===== src/rtl/isa_cfg_pkg.sv =====
package isa_cfg_pkg;
  localparam int unsigned EXT_W = 26;

  localparam int unsigned LTR_A = 0;
  localparam int unsigned LTR_C = 2;
  localparam int unsigned LTR_D = 3;
  localparam int unsigned LTR_E = 4;
  localparam int unsigned LTR_F = 5;
  localparam int unsigned LTR_I = 8;
  localparam int unsigned LTR_M = 12;

  typedef logic [EXT_W-1:0] ext_vec_t;

  function automatic logic [1:0] width_code(input int unsigned xlen);
    if (xlen == 32)      return 2'd1;
    else if (xlen == 64) return 2'd2;
    else                 return 2'd3;
  endfunction
endpackage


===== src/rtl/isa_ext_legalizer.sv =====
module isa_ext_legalizer
  import isa_cfg_pkg::*;
#(
  parameter ext_vec_t IMPL_MASK = 26'h14113D
) (
  input  ext_vec_t cur_ext,
  input  ext_vec_t req_ext,
  input  logic     npc_bit1,
  output ext_vec_t legal_ext,
  output logic     accept
);
  ext_vec_t masked;
  ext_vec_t no_fd;
  ext_vec_t c_fixed;

  assign masked = req_ext & IMPL_MASK;

  generate
    if (IMPL_MASK[LTR_E]) begin : g_e_rule
      always_comb begin
        no_fd = masked;
        if (masked[LTR_E]) begin
          no_fd[LTR_F] = 1'b0;
          no_fd[LTR_D] = 1'b0;
        end
      end
    end else begin : g_no_e
      always_comb no_fd = masked;
    end

    if (IMPL_MASK[LTR_C]) begin : g_c_rule
      always_comb begin
        c_fixed = no_fd;
        if (cur_ext[LTR_C] && !no_fd[LTR_C] && npc_bit1) begin
          c_fixed[LTR_C] = 1'b1;
        end
      end
    end else begin : g_no_c
      always_comb c_fixed = no_fd;
    end
  endgenerate

  assign legal_ext = c_fixed;
  assign accept    = c_fixed[LTR_I] | c_fixed[LTR_E];
endmodule


===== src/rtl/isa_ext_store.sv =====
module isa_ext_store
  import isa_cfg_pkg::*;
#(
  parameter ext_vec_t RESET_EXT = 26'h14112D,
  parameter bit       WRITABLE  = 1'b1
) (
  input  logic     clk,
  input  logic     rst_n,
  input  logic     wr_en,
  input  ext_vec_t wr_val,
  output ext_vec_t ext_q
);
  ext_vec_t ext_d;
  logic     load;

  generate
    if (WRITABLE) begin : g_rw
      assign load = wr_en;
    end else begin : g_ro
      assign load = 1'b0;
      assert_locked_R9: assert property (@(posedge clk) disable iff (!rst_n)
        $stable(ext_q));
    end
  endgenerate

  always_comb begin
    ext_d = ext_q;
    if (load) ext_d = wr_val;
  end

  always_ff @(posedge clk or negedge rst_n) begin
    if (!rst_n) ext_q <= RESET_EXT;
    else        ext_q <= ext_d;
  end
endmodule


===== src/rtl/ret_addr_reg.sv =====
module ret_addr_reg #(
  parameter int unsigned XLEN = 32
) (
  input  logic            clk,
  input  logic            rst_n,
  input  logic            wr_en,
  input  logic [XLEN-1:0] wr_val,
  input  logic            c_on,
  output logic [XLEN-1:0] rd_val
);
  logic [XLEN-1:1] addr_q;
  logic [XLEN-1:1] addr_d;

  always_comb begin
    addr_d = addr_q;
    if (wr_en) addr_d = {wr_val[XLEN-1:2], wr_val[1] & c_on};
  end

  always_ff @(posedge clk or negedge rst_n) begin
    if (!rst_n) addr_q <= '0;
    else        addr_q <= addr_d;
  end

  assign rd_val = {addr_q[XLEN-1:2], addr_q[1] & c_on, 1'b0};
endmodule


===== src/rtl/isa_cfg_csr.sv =====
module isa_cfg_csr
  import isa_cfg_pkg::*;
#(
  parameter int unsigned XLEN      = 32,
  parameter logic [11:0] CFG_ADDR  = 12'h301,
  parameter logic [11:0] RET_ADDR  = 12'h341,
  parameter ext_vec_t    IMPL_MASK = 26'h14113D,
  parameter ext_vec_t    RESET_EXT = 26'h14112D,
  parameter bit          WRITABLE  = 1'b1
) (
  input  logic            clk,
  input  logic            rst_n,
  input  logic [11:0]     csr_addr,
  input  logic [XLEN-1:0] csr_wdata,
  input  logic            csr_we,
  output logic [XLEN-1:0] csr_rdata,
  input  logic [XLEN-1:0] next_pc,
  output logic [XLEN-1:0] ret_target
);
  localparam logic [1:0]  MXL     = width_code(XLEN);
  localparam int unsigned PAD_W   = XLEN - 2 - EXT_W;
  localparam ext_vec_t    RST_VAL = RESET_EXT & IMPL_MASK;

  logic     rst_meta_n, rst_sync_n;
  logic     hit_cfg, hit_ret;
  ext_vec_t ext_q, legal_ext;
  logic     accept;
  logic [XLEN-1:0] ret_rd;

  always_ff @(posedge clk or negedge rst_n) begin
    if (!rst_n) begin
      rst_meta_n <= 1'b0;
      rst_sync_n <= 1'b0;
    end else begin
      rst_meta_n <= 1'b1;
      rst_sync_n <= rst_meta_n;
    end
  end

  assign hit_cfg = (csr_addr == CFG_ADDR);
  assign hit_ret = (csr_addr == RET_ADDR);

  isa_ext_legalizer #(.IMPL_MASK(IMPL_MASK)) legal_i (
    .cur_ext  (ext_q),
    .req_ext  (csr_wdata[EXT_W-1:0]),
    .npc_bit1 (next_pc[1]),
    .legal_ext(legal_ext),
    .accept   (accept)
  );

  isa_ext_store #(.RESET_EXT(RST_VAL), .WRITABLE(WRITABLE)) store_i (
    .clk   (clk),
    .rst_n (rst_sync_n),
    .wr_en (csr_we && hit_cfg && accept),
    .wr_val(legal_ext),
    .ext_q (ext_q)
  );

  ret_addr_reg #(.XLEN(XLEN)) ret_i (
    .clk   (clk),
    .rst_n (rst_sync_n),
    .wr_en (csr_we && hit_ret),
    .wr_val(csr_wdata),
    .c_on  (ext_q[LTR_C]),
    .rd_val(ret_rd)
  );

  always_comb begin
    csr_rdata = '0;
    if (hit_cfg)      csr_rdata = {MXL, {PAD_W{1'b0}}, ext_q};
    else if (hit_ret) csr_rdata = ret_rd;
  end

  assign ret_target = ret_rd;

  assert_base_kept_R4: assert property (@(posedge clk) disable iff (!rst_sync_n)
    ext_q[LTR_I] || ext_q[LTR_E]);

  assert_drop_no_base_R4: assert property (@(posedge clk) disable iff (!rst_sync_n)
    (csr_we && hit_cfg && !(csr_wdata[LTR_I] && IMPL_MASK[LTR_I])
       && !(csr_wdata[LTR_E] && IMPL_MASK[LTR_E])) |=> $stable(ext_q));

  assert_e_excl_fd_R5: assert property (@(posedge clk) disable iff (!rst_sync_n)
    ext_q[LTR_E] |-> !(ext_q[LTR_F] || ext_q[LTR_D]));

  assert_unimpl_zero_R2: assert property (@(posedge clk) disable iff (!rst_sync_n)
    (ext_q & ~IMPL_MASK) == '0);

  assert_mxl_fixed_R3: assert property (@(posedge clk) disable iff (!rst_sync_n)
    hit_cfg |-> csr_rdata[XLEN-1:XLEN-2] == MXL);

  assert_c_refused_R6: assert property (@(posedge clk) disable iff (!rst_sync_n)
    (csr_we && hit_cfg && ext_q[LTR_C] && next_pc[1]) |=> ext_q[LTR_C]);

  assert_bit0_zero_R7: assert property (@(posedge clk) disable iff (!rst_sync_n)
    !ret_target[0]);

  assert_ret_align_R8: assert property (@(posedge clk) disable iff (!rst_sync_n)
    !ext_q[LTR_C] |-> ret_target[1:0] == 2'b00);
endmodule


===== config.mk =====
export PLATFORM = sky130hd
export DESIGN_NAME = isa_cfg_csr
export DESIGN_NICKNAME = d
export VERILOG_FILES = /design/src/rtl/isa_cfg_pkg.sv /design/src/rtl/isa_ext_legalizer.sv /design/src/rtl/isa_ext_store.sv /design/src/rtl/ret_addr_reg.sv /design/src/rtl/isa_cfg_csr.sv
export SDC_FILE = /design/constraint.sdc
export NUM_CORES = 1
export LEC_CHECK = 0
export BUFFER_PORTS_ARGS = -buffer_cell sky130_fd_sc_hd__buf_2
export CAP_MARGIN = 20
export CORE_UTILIZATION = 38
export CTS_CLUSTER_SIZE = 12
export DETAILED_ROUTE_END_ITERATION = 6
export GPL_TIMING_DRIVEN = 0
export PLACE_DENSITY = 0.76
export SKIP_CTS_REPAIR_TIMING = 1
export SYNTH_ARGS = -nofsm -noshare
export SYNTH_HDL_FRONTEND = slang
export SYNTH_SLANG_ARGS = --single-unit
export TNS_END_PERCENT = 20

===== constraint.sdc =====
create_clock -name clk -period 1.5 [get_ports clk]
set_input_delay 0.075 -clock clk [delete_from_list [all_inputs] [get_ports clk]]
set_output_delay 0.075 -clock clk [all_outputs]
set_load 0.05 [all_outputs]

==> run_results.csv, run 1 <==
group,metric,value,unit
route,drcViolationCount,0,
worst_setup_path,path_cells,"buf_6, or4_4, or3_4, buf_12, nor3b_4, buf_6",
route,first_pass_iters,4,
yosys,synthCells,180,
yosys,yosys.cell_count.top_type,"dfrtp_1",
sta,hold_slack,-0.00112,ns
worst_setup_path,slowest_stage,"or4_4",
sta,grt_setup_unrepaired,"yes",
sta,worst_slack,-0.257,ns
sta,worst_slew_pin_slew,0.884,ns
route,post_drt_via_cell_ratio,4.53,
cts,htreeDepth,2,
yosys,ys_types,30,
cts,clk_pin_slew,0.08,ns
final_layout,antennaDiodeCount,0,
yosys,synth-seq-area-share,0.479,
final_layout,fillers,458,
cts,clockBufferDepth,2,
status,violations,"hold timing, setup timing",
cts,numCtsBuffers,5,
yosys,syn_area,2220,um2
power_and_ir_drop,power.leakage,1.94,nW
final_layout,drive_gt1_frac,0.662,
yosys,synth_commonest_cells,"34 x dfrtp_1, 31 x buf_4, 29 x mux2_1",
placed_design,io_buffers,110,
yosys,async_flop_share,1.00,
floorplanning,die_width,78.4,um
sta,hold_violations,2,
yosys,synth-warning-count,0,
sta,setup_viol,66,
sta,fmax,569,MHz
final_layout,multi_input_area,953,um2
yosys,ys_ff_latch,42,
final_layout,area_growth,61.5,%
global_route,overflow,0,
power_and_ir_drop,share_clk_of_total_power,0.412,
yosys,synth.largest_area_cell,"dfrtp_1",
worst_setup_path,crit_path_end_kind,"primary output",
sta,finalCritPeriodShare,1.17,
route,wl_met3,302,um
global_route,antenna_found_initial,0,
placed_design,gp_congestion,0.691,
floorplanning,io_pins,143,
global_route,grt_pass1_wl,7660,um
cts,cts_tree,"yes",
yosys,synth_area_per_cell,12.3,um2
worst_setup_path,cp.required,1.42,ns
route,met2WireLength,2890,um
yosys,synth.top_cell.area_share,0.384,
cts,clk_latency,0.29,ns
floorplanning,rows,27,
power_and_ir_drop,p_seq_frac,0.520,
final_layout,nets,392,
yosys,synth_area_leaders,"dfrtp_1 38%, mux2_1 15%, buf_4 11%",
sta,fin_crit,1.76,ns
sta,drv_slew,0,
yosys,syn_nets,259,
run,max_cap_viol_count,0,
status,outcome,"finished with violations",
power_and_ir_drop,ir_drop,0.530,mV
power_and_ir_drop,power_density,625,nW/um2
floorplanning,fp.coreArea,5570,um2
global_route,grt_pass1_vias,1658,
power_and_ir_drop,switchingPower,468,uW
global_route,grt_max_degree,41,
route,drt-met1-wl,2240,um
power_and_ir_drop,totalPowerFinal,2.24,mW
sta,slew_headroom,0.410,
placed_design,hpwlAfterDp,3560,um
worst_setup_path,cp.arrival,1.68,ns
route,routedWlPerCell,14.2,um
cts,clock-sinks,42,
global_route,track_usage,0.161,
route,ant_nets,0,
power_and_ir_drop,internal-power,1.77,mW
cts,cts-root-buf,"clkbuf_8",
sta,clock-skew-final,0.00830,ns
route,top_layer,"met4",
worst_setup_path,crit_fanout,5,
power_and_ir_drop,pwr-share-comb,0.068,
floorplanning,die_area,6140,um2
power_and_ir_drop,p_sw_frac,0.209,
worst_setup_path,critPathMaxStageDelay,0.55,ns
worst_setup_path,critPathKind,"input pin to primary output",
route,wl,5490,um
yosys,synth_edf_count,0,
floorplanning,dieHeight,78.4,um
worst_setup_path,worst_setup_path_start_kind,"input pin",
final_layout,seq_area,1060,um2
route,vias,1747,
floorplanning,initial_core_util,0.398,
worst_hold_path,hp-class,"input pin to register",
yosys,ys.flop_type,"dfrtp_1",
route,drtIter0Drc,21,
worst_setup_path,cpMostUsedCell,"buf_6",
## cells in the final DEF (no fill, tap or decap), types with 2 or more instances in the layout
master         Yosys  final
and2_1            23      7
and2_4             0     16
buf_2              1     77
buf_4             31     34
buf_6              4     17
buf_8              0     21
clkbuf_1           3      2
clkbuf_16          0      2
clkbuf_8           0      6
conb_1             2      2
dfrtp_1           34     33
dfstp_2            8      8
dlygate4sd3_1      0     12
inv_1              4      4
mux2_1            29     29
mux2_4             6      6
mux2i_1            8      8
nor2_2             0      3
nor2_4             1      6
o21ai_0            2      2
o41ai_1            2      2
## power by group through the flow
stage,Clock (mW),Sequential [mW],Combinational (mW)
4_1_cts,0.955,1.17,0.125
3_3_place_gp,0,1.19,0.122
5_1_grt,0.989,1.17,0.164
2_1_floorplan,0,1.18,0.0530
3_5_place_dp,0,1.19,0.124
6_report,0.922,1.16,0.151
## layout make-up
cell class,instances,area share
plain buffers,38,0.0895
clock buffers,7,0.0241
clock inverters,1,0.00839
inverters,4,0.00420
multi-input cells,95,0.266
flip-flops and latches,42,0.297
well taps,72,0.0252
repair buffers,127,0.285
## cells by family after synthesis
| family | after synthesis | share of synthesized area |
|---|---|---|
| multiplexers | 44 | 0.229 |
| buffers and inverters | 43 | 0.139 |
| flip-flops | 42 | 0.479 |
| AND/OR/NAND/NOR | 40 | 0.119 |
| AO/OA/AOI/OAI | 9 | 0.0299 |
| other | 2 | 0.00339 |
## per-layer routing
layer | up-vias | GRT usage
met5 | - | 0
met1 | 843 | 0.198
met2 | 65 | 0.275
li1 | 833 | -
met4 | 0 | 0.0593
met3 | 6 | 0.0360
## flip-flops by register name, summed over array words and instances, names as in the netlist
register / count
ret_i.addr_q: 31
rst_meta_n: 1
rst_sync_n: 1
store_i.ext_q: 9
## final timing paths
kind	depth (start not counted)	slack, ns	endpoint	from
hold / removal	2	-0.001	ret_i.addr_q[25]	csr_wdata[25]
min in group asynchronous	2	0.09	rst_sync_n	rst_n
hold reg to reg	0	0.36	rst_sync_n	rst_meta_n
setup reg to reg	0	0.55	ret_i.addr_q[3]	rst_sync_n
max in group asynchronous	0	0.55	ret_i.addr_q[3]	rst_sync_n
setup / recovery	6	-0.26	csr_rdata[0]	csr_addr[7]
## critical path: cells and delay by family
kind | cells | cell delay [ns]
simple gates | 3 | 1.17
buf+inv | 3 | 0.43
## through the flow
stage / TNS, ns / util / cell area (um2) / std cells / setup WS (ns)
floorplan: -11.29 / - / 2260 / 180 / -0.279
global placement: -39.65 / 0.521 / 2900 / 362 / -0.575
detailed placement: -32.57 / 0.521 / 2900 / 362 / -0.590
CTS: -20.30 / 0.542 / 3020 / 370 / -0.590
global route: -9.16 / 0.642 / 3580 / 386 / -0.306
finish: -5.70 / 0.642 / 3580 / 386 / -0.257
No activity file was read; power rests on OpenSTA's default activity.
==> run 2, diff against run 1 <==
- CORE_MARGIN: unset -> 2
- CORE_UTILIZATION: 38 -> 39
- PLACE_DENSITY: 0.76 -> 0.66
- SYNTH_HIERARCHICAL: unset -> 1
- clock period: 1.5 -> 2.22 ns (I/O delays scaled with it)
==> run 2 against run 1 <==
  * The flow now finishes without violations
  * Die area grew 68%
  * Non-clock buffer count grew 26
  * Sequential cell count grew 17
  * Critical endpoint is now csr_rdata[12]
==> run_results.csv, run 2 <==
group,metric,value,unit
sta,worst_slew_pin_slew,0.678,ns
final_layout,area_growth,28.4,%
worst_setup_path,critPathKind,"input pin to primary output",
yosys,synth.largest_area_cell,"dfrtp_1",
worst_setup_path,crit_fanout,10,
sta,fin_crit,1.83,ns
placed_design,gp_congestion,0.778,
yosys,synth-seq-area-share,0.400,
worst_setup_path,slowest_stage,"nor4_2",
final_layout,utilization,0.517,
route,wl,8060,um
yosys,synth_area_leaders,"dfrtp_1 34%, mux2_4 19%, buf_4 11%",
yosys,synth-warning-count,6,
cts,cts_tree,"yes",
yosys,synth.top_cell.area_share,0.343,
worst_hold_path,worstHoldStart,"csr_wdata[0]",
worst_setup_path,critPathLaunch,"csr_addr[10]",
route,vias,2477,
power_and_ir_drop,totalPowerFinal,2.36,mW
worst_setup_path,worst_setup_path_start_kind,"input pin",
floorplanning,initial_core_util,0.402,
yosys,synth_edf_count,0,
yosys,synth_compound_area_frac,0.00740,
yosys,synth_fa_ha_area_frac,0,
route,first_pass_iters,4,
yosys,ys_ff_latch,59,
final_layout,largest_reg_flops,31,
final_layout,drive_gt1_frac,0.702,
global_route,track_usage,0.162,
route,routedWlPerCell,14.7,um
final_layout,final_common_cell,"buf_2",
floorplanning,die_area,10300,um2
floorplanning,dieHeight,102,um
final_layout,antennaDiodeCount,0,
yosys,synthCells,274,
worst_setup_path,r2r_setup_slack,1.24,ns
sta,clock-skew-final,0.0118,ns
sta,drv_slew,0,
cts,clk_pin_slew,0.07,ns
worst_setup_path,cp.arrival,1.72,ns
yosys,synth_area_per_cell,13.6,um2
sta,setup_viol,0,
power_and_ir_drop,power_density,494,nW/um2
yosys,syn_area,3720,um2
worst_setup_path,path_cells,"buf_2, nand4bb_1, clkbuf_1, buf_1, nor4_2, buf_2",
global_route,grt_max_degree,31,
worst_setup_path,critPathMaxStageDelay,0.37,ns
placed_design,io_buffers,108,
global_route,grt_pass1_wl,12600,um
power_and_ir_drop,power.leakage,2.44,nW
route,drcViolationCount,0,
yosys,yosys.area_share.simple,0.131,
sta,hold_slack,0.00159,ns
yosys,synth_xor_area_frac,0,
sta,fmax,546,MHz
final_layout,top_register,"ret_i/addr_q",
final_layout,fillers,830,
cts,clock-sinks,59,
floorplanning,rows,35,
sta,finalCritPeriodShare,0.825,
yosys,synth_commonest_cells,"54 x buf_4, 51 x dfrtp_1, 48 x mux2_4",
global_route,grt_pass1_vias,2492,
final_layout,reg_top3,"ret_i/addr_q (31), store_i/ext_q (26)",
global_route,antenna_found_initial,0,
yosys,synth_top_family_by_area,"multiplexers",
power_and_ir_drop,ir_drop,0.292,mV
worst_setup_path,crit_path_end_kind,"primary output",
final_layout,final_cell_mix,"116 x buf_2, 54 x buf_4, 50 x dfrtp_1, 48 x mux2_4, 31 x nor4_2",
worst_hold_path,hp-class,"input pin to register",
cts,cts-root-buf,"clkbuf_8",
yosys,async_flop_share,1.00,
status,outcome,"complete, no violations",
cts,numCtsBuffers,9,
run,max_cap_viol_count,0,
final_layout,multi_input_area,1660,um2
sta,grt_setup_unrepaired,"no",
route,drtIter0Drc,29,
final_layout,seq_area,1490,um2
sta,hold_violations,0,
placed_design,hpwlAfterDp,5840,um
floorplanning,fp.coreArea,9240,um2
yosys,synthMuxAreaShare,0.288,
route,ant_nets,0,
yosys,ys_types,27,
worst_setup_path,cpMostUsedCell,"buf_2",
floorplanning,io_pins,143,
floorplanning,die_width,102,um
yosys,ys.flop_type,"dfrtp_1",
global_route,overflow,0,
final_layout,nets,494,
cts,htreeDepth,3,
cts,clockBufferDepth,2,
yosys,yosys.cell_count.top_type,"buf_4",
sta,slew_headroom,0.548,
cts,clk_latency,0.34,ns
worst_setup_path,cp.required,2.11,ns
worst_setup_path,r2r-start,"rst_sync_n",
route,post_drt_via_cell_ratio,4.51,
-- run 2: changes by cell type in the layout (fill, tap and decap cells not counted), moves of 18 or more --
| cell | previous run | this run |
|---|---|---|
| mux2_4 | 6 | 48 |
| nor4_2 | 0 | 31 |
| buf_2 | 77 | 116 |
| mux2_1 | 29 | 0 |
| buf_4 | 34 | 54 |
| mux2i_1 | 8 | 26 |
| buf_8 | 21 | 0 |
-- run 2: cells by family after synthesis --
group | count (synthesis)
buffers and inverters | 79
multiplexers | 82
AO/OA/AOI/OAI | 3
flip-flops | 59
AND/OR/NAND/NOR | 48
other | 3
-- run 2: power breakdown --
group	switching (mW)	internal, mW
clock network	0.423	0.643
logic	0.100	0.0988
registers	0.0127	1.08
total	0.536	1.82
-- run 2: final cells by class --
| type | instances | area share |
|---|---|---|
| Buffer | 77 | 0.132 |
| Tap cell | 129 | 0.0338 |
| Clock inverter | 1 | 0.00629 |
| Sequential cell | 59 | 0.312 |
| Timing Repair Buffer | 114 | 0.128 |
| Clock buffer | 15 | 0.0390 |
| Multi-Input combinational cell | 152 | 0.348 |
| Inverter | 2 | 0.00157 |
-- run 2: stage by stage --
stage	std cells	TNS (ns)	cell area (um2)	setup WS, ns
after CTS	544	0	4720	0.361
after global placement	527	-14.89	4490	-0.307
final	549	0	4770	0.388
after detailed placement	528	0	4510	0.214
after global routing	549	0	4770	0.232
after floorplan	290	0	3780	0.0944
-- run 2: path summary, 6_finish.rpt --
kind                                endpoint  depth (start not counted)
min reg2reg                 store_i/ext_q[4]                          0
max reg2reg                store_i/ext_q[18]                          1
min in group asynchronous         rst_sync_n                          2
max in group asynchronous  store_i/ext_q[18]                          1
min                         store_i/ext_q[0]                          2
max                            csr_rdata[12]                          6
-- run 2: layer usage --
metal | global-route usage | routed length, um
met1 | 0.208 | 3670
met2 | 0.263 | 3850
met3 | 0.0338 | 362
met4 | 0.0717 | 168
met5 | 0 | 0
-- run 2: worst max-delay path, delay by kind of cell --
family | cells | cell delay [ns]
buffers and inverters | 4 | 1.03
AND/OR/NAND/NOR | 2 | 0.57
==> run 3, diff against run 2 <==
- clock period: 2.22 -> 1.7 ns (I/O delays scaled with it)
==> run 3 against run 2 <==
  * Sequential share of layout area shrank 2.3 points
  * Combinational power grew 54%
  * First-iteration DRC count shrank 3.4%
  * Via count grew 3.0%
  * The run now ends with hold timing left
  * Highest routed layer unchanged
  * Final cell count grew 3.6%
  * Global-route usage grew 0.057 points
  * Critical path type is now input pin to register
==> run_results.csv, run 3 (synthesis results as in run 2) <==
group,metric,value,unit
sta,drv_slew,0,
floorplanning,die_area,10300,um2
power_and_ir_drop,power.leakage,2.61,nW
final_layout,reg_top3,"ret_i/addr_q (31), store_i/ext_q (26)",
floorplanning,die_width,102,um
global_route,antenna_found_initial,0,
placed_design,io_buffers,108,
final_layout,final_cell_mix,"84 x buf_2, 81 x buf_4, 50 x dfrtp_1, 48 x mux2_4, 26 x dlygate4sd3_1",
status,violations,"hold timing",
sta,fin_crit,1.67,ns
route,post_drt_via_cell_ratio,4.48,
power_and_ir_drop,totalPowerFinal,3.19,mW
cts,clk_pin_slew,0.08,ns
cts,numCtsBuffers,9,
worst_setup_path,cp.required,1.91,ns
floorplanning,fp.coreArea,9240,um2
worst_setup_path,slowest_stage,"or4b_1",
cts,cts-root-buf,"clkbuf_8",
cts,clock-sinks,59,
global_route,overflow,0,
placed_design,hpwlAfterDp,5980,um
route,routedWlPerCell,14.9,um
worst_setup_path,cpMostUsedCell,"buf_6",
global_route,grt_pass1_wl,12800,um
power_and_ir_drop,internal-power,2.41,mW
sta,grt_setup_unrepaired,"yes",
cts,clk_latency,0.34,ns
sta,hold_violations,1,
final_layout,area_growth,38.5,%
route,drcViolationCount,0,
route,wl,8490,um
route,drtIter0Drc,28,
power_and_ir_drop,share_clk_of_total_power,0.456,
route,vias,2551,
worst_setup_path,path_cells,"buf_2, or4b_1, buf_6, nor4_1, buf_6, buf_12, mux2_4",
power_and_ir_drop,p_seq_frac,0.448,
placed_design,gp_congestion,0.785,
sta,finalCritPeriodShare,0.981,
sta,fin_tns_setup,0,ns
global_route,track_usage,0.162,
cts,clockBufferDepth,2,
sta,fmax,600,MHz
status,outcome,"finished with violations",
power_and_ir_drop,pwr-share-comb,0.096,
route,first_pass_iters,4,
worst_setup_path,cp.arrival,1.88,ns
worst_setup_path,critPathMaxStageDelay,0.56,ns
power_and_ir_drop,power_density,619,nW/um2
power_and_ir_drop,ir_drop,0.338,mV
sta,slew_headroom,0.560,
worst_setup_path,critPathKind,"input pin to register",
cts,htreeDepth,3,
final_layout,top_register,"ret_i/addr_q",
final_layout,nets,514,
final_layout,finalNonFillerCells,569,
run,max_cap_viol_count,0,
power_and_ir_drop,switchingPower,779,uW
sta,hold_slack,-0.0129,ns
final_layout,largest_reg_flops,31,
floorplanning,initial_core_util,0.402,
floorplanning,dieHeight,102,um
cts,cts_tree,"yes",
final_layout,final_common_cell,"buf_2",
final_layout,drive_gt1_frac,0.684,
placed_design,dp_cells,528,
worst_hold_path,hp-class,"input pin to register",
global_route,grt_max_degree,30,
final_layout,antennaDiodeCount,0,
worst_setup_path,crit_path_end_kind,"register",
sta,setup_viol,0,
sta,clock-skew-final,0.0124,ns
global_route,grt_pass1_vias,2508,
floorplanning,rows,35,
power_and_ir_drop,p_sw_frac,0.244,
sta,worst_slew_pin_slew,0.660,ns
floorplanning,io_pins,143,
route,ant_nets,0,
worst_setup_path,crit_fanout,10,
worst_setup_path,worst_setup_path_start_kind,"input pin",
-- run 3: changes by cell type in the layout (fill, tap and decap cells not counted), moves of 5 or more --
cell / change
buf_4: +27
nor4_2: -6
clkbuf_4: +5
dlygate4sd3_1: +21
nor4_4: +7
buf_2: -32
-- run 3: power by group through the flow --
stage	combinational (mW)	clock [mW]	sequential [mW]
CTS	0.255	1.48	1.43
floorplan	0.155	0	1.46
global route	0.332	1.54	1.43
detailed placement	0.254	0	1.46
global placement	0.232	0	1.47
finish	0.306	1.45	1.43
-- run 3: through the flow --
stage	hold WS (ns)	instance area (um2)	util	setup WS, ns
after CTS	-0.499	4760	0.515	-0.0983
after floorplan	-0.211	3810	-	-0.223
final	-0.0129	5150	0.557	0.0326
after detailed placement	-0.122	4530	0.491	-0.316
after global routing	0.000566	5150	0.557	-0.0311
after global placement	-0.130	4510	0.488	-0.866
-- run 3: per-layer routing --
layer  global-route usage  wire length (um)  share of wire
met1                0.219              3850           0.45
met2                0.263              4120           0.49
met3               0.0200               350          0.041
met4               0.0707               168          0.020
met5                    0                 0              0
-- run 3: final timing paths --
kind	from	endpoint	slack [ns]	cells past startpoint
setup / recovery	csr_addr[1]	ret_i/addr_q[19]	0.03	7
hold / removal	csr_wdata[1]	ret_i/addr_q[1]	-0.01	3
setup reg to reg	rst_sync_n	store_i/ext_q[18]	0.72	1
hold reg to reg	rst_sync_n	ret_i/addr_q[2]	0.31	0
max in group asynchronous	rst_sync_n	store_i/ext_q[18]	0.72	1
min in group asynchronous	rst_n	rst_meta_n	0.06	2
-- run 3: layout make-up --
type	instances	area, um2
well taps	129	161
clock inverters	7	101
clock buffers	9	124
plain buffers	76	633
repair buffers	135	900
multi-input cells	152	1740
fillers	806	4090
inverters	2	7.51
flip-flops and latches	59	1490
-- run 3: worst max-delay path: cells and delay by family --
| family | cells | cell delay, ns |
|---|---|---|
| buffers and inverters | 4 | 0.62 |
| and+or+nand+nor | 2 | 0.85 |
| muxes | 1 | 0.31 |
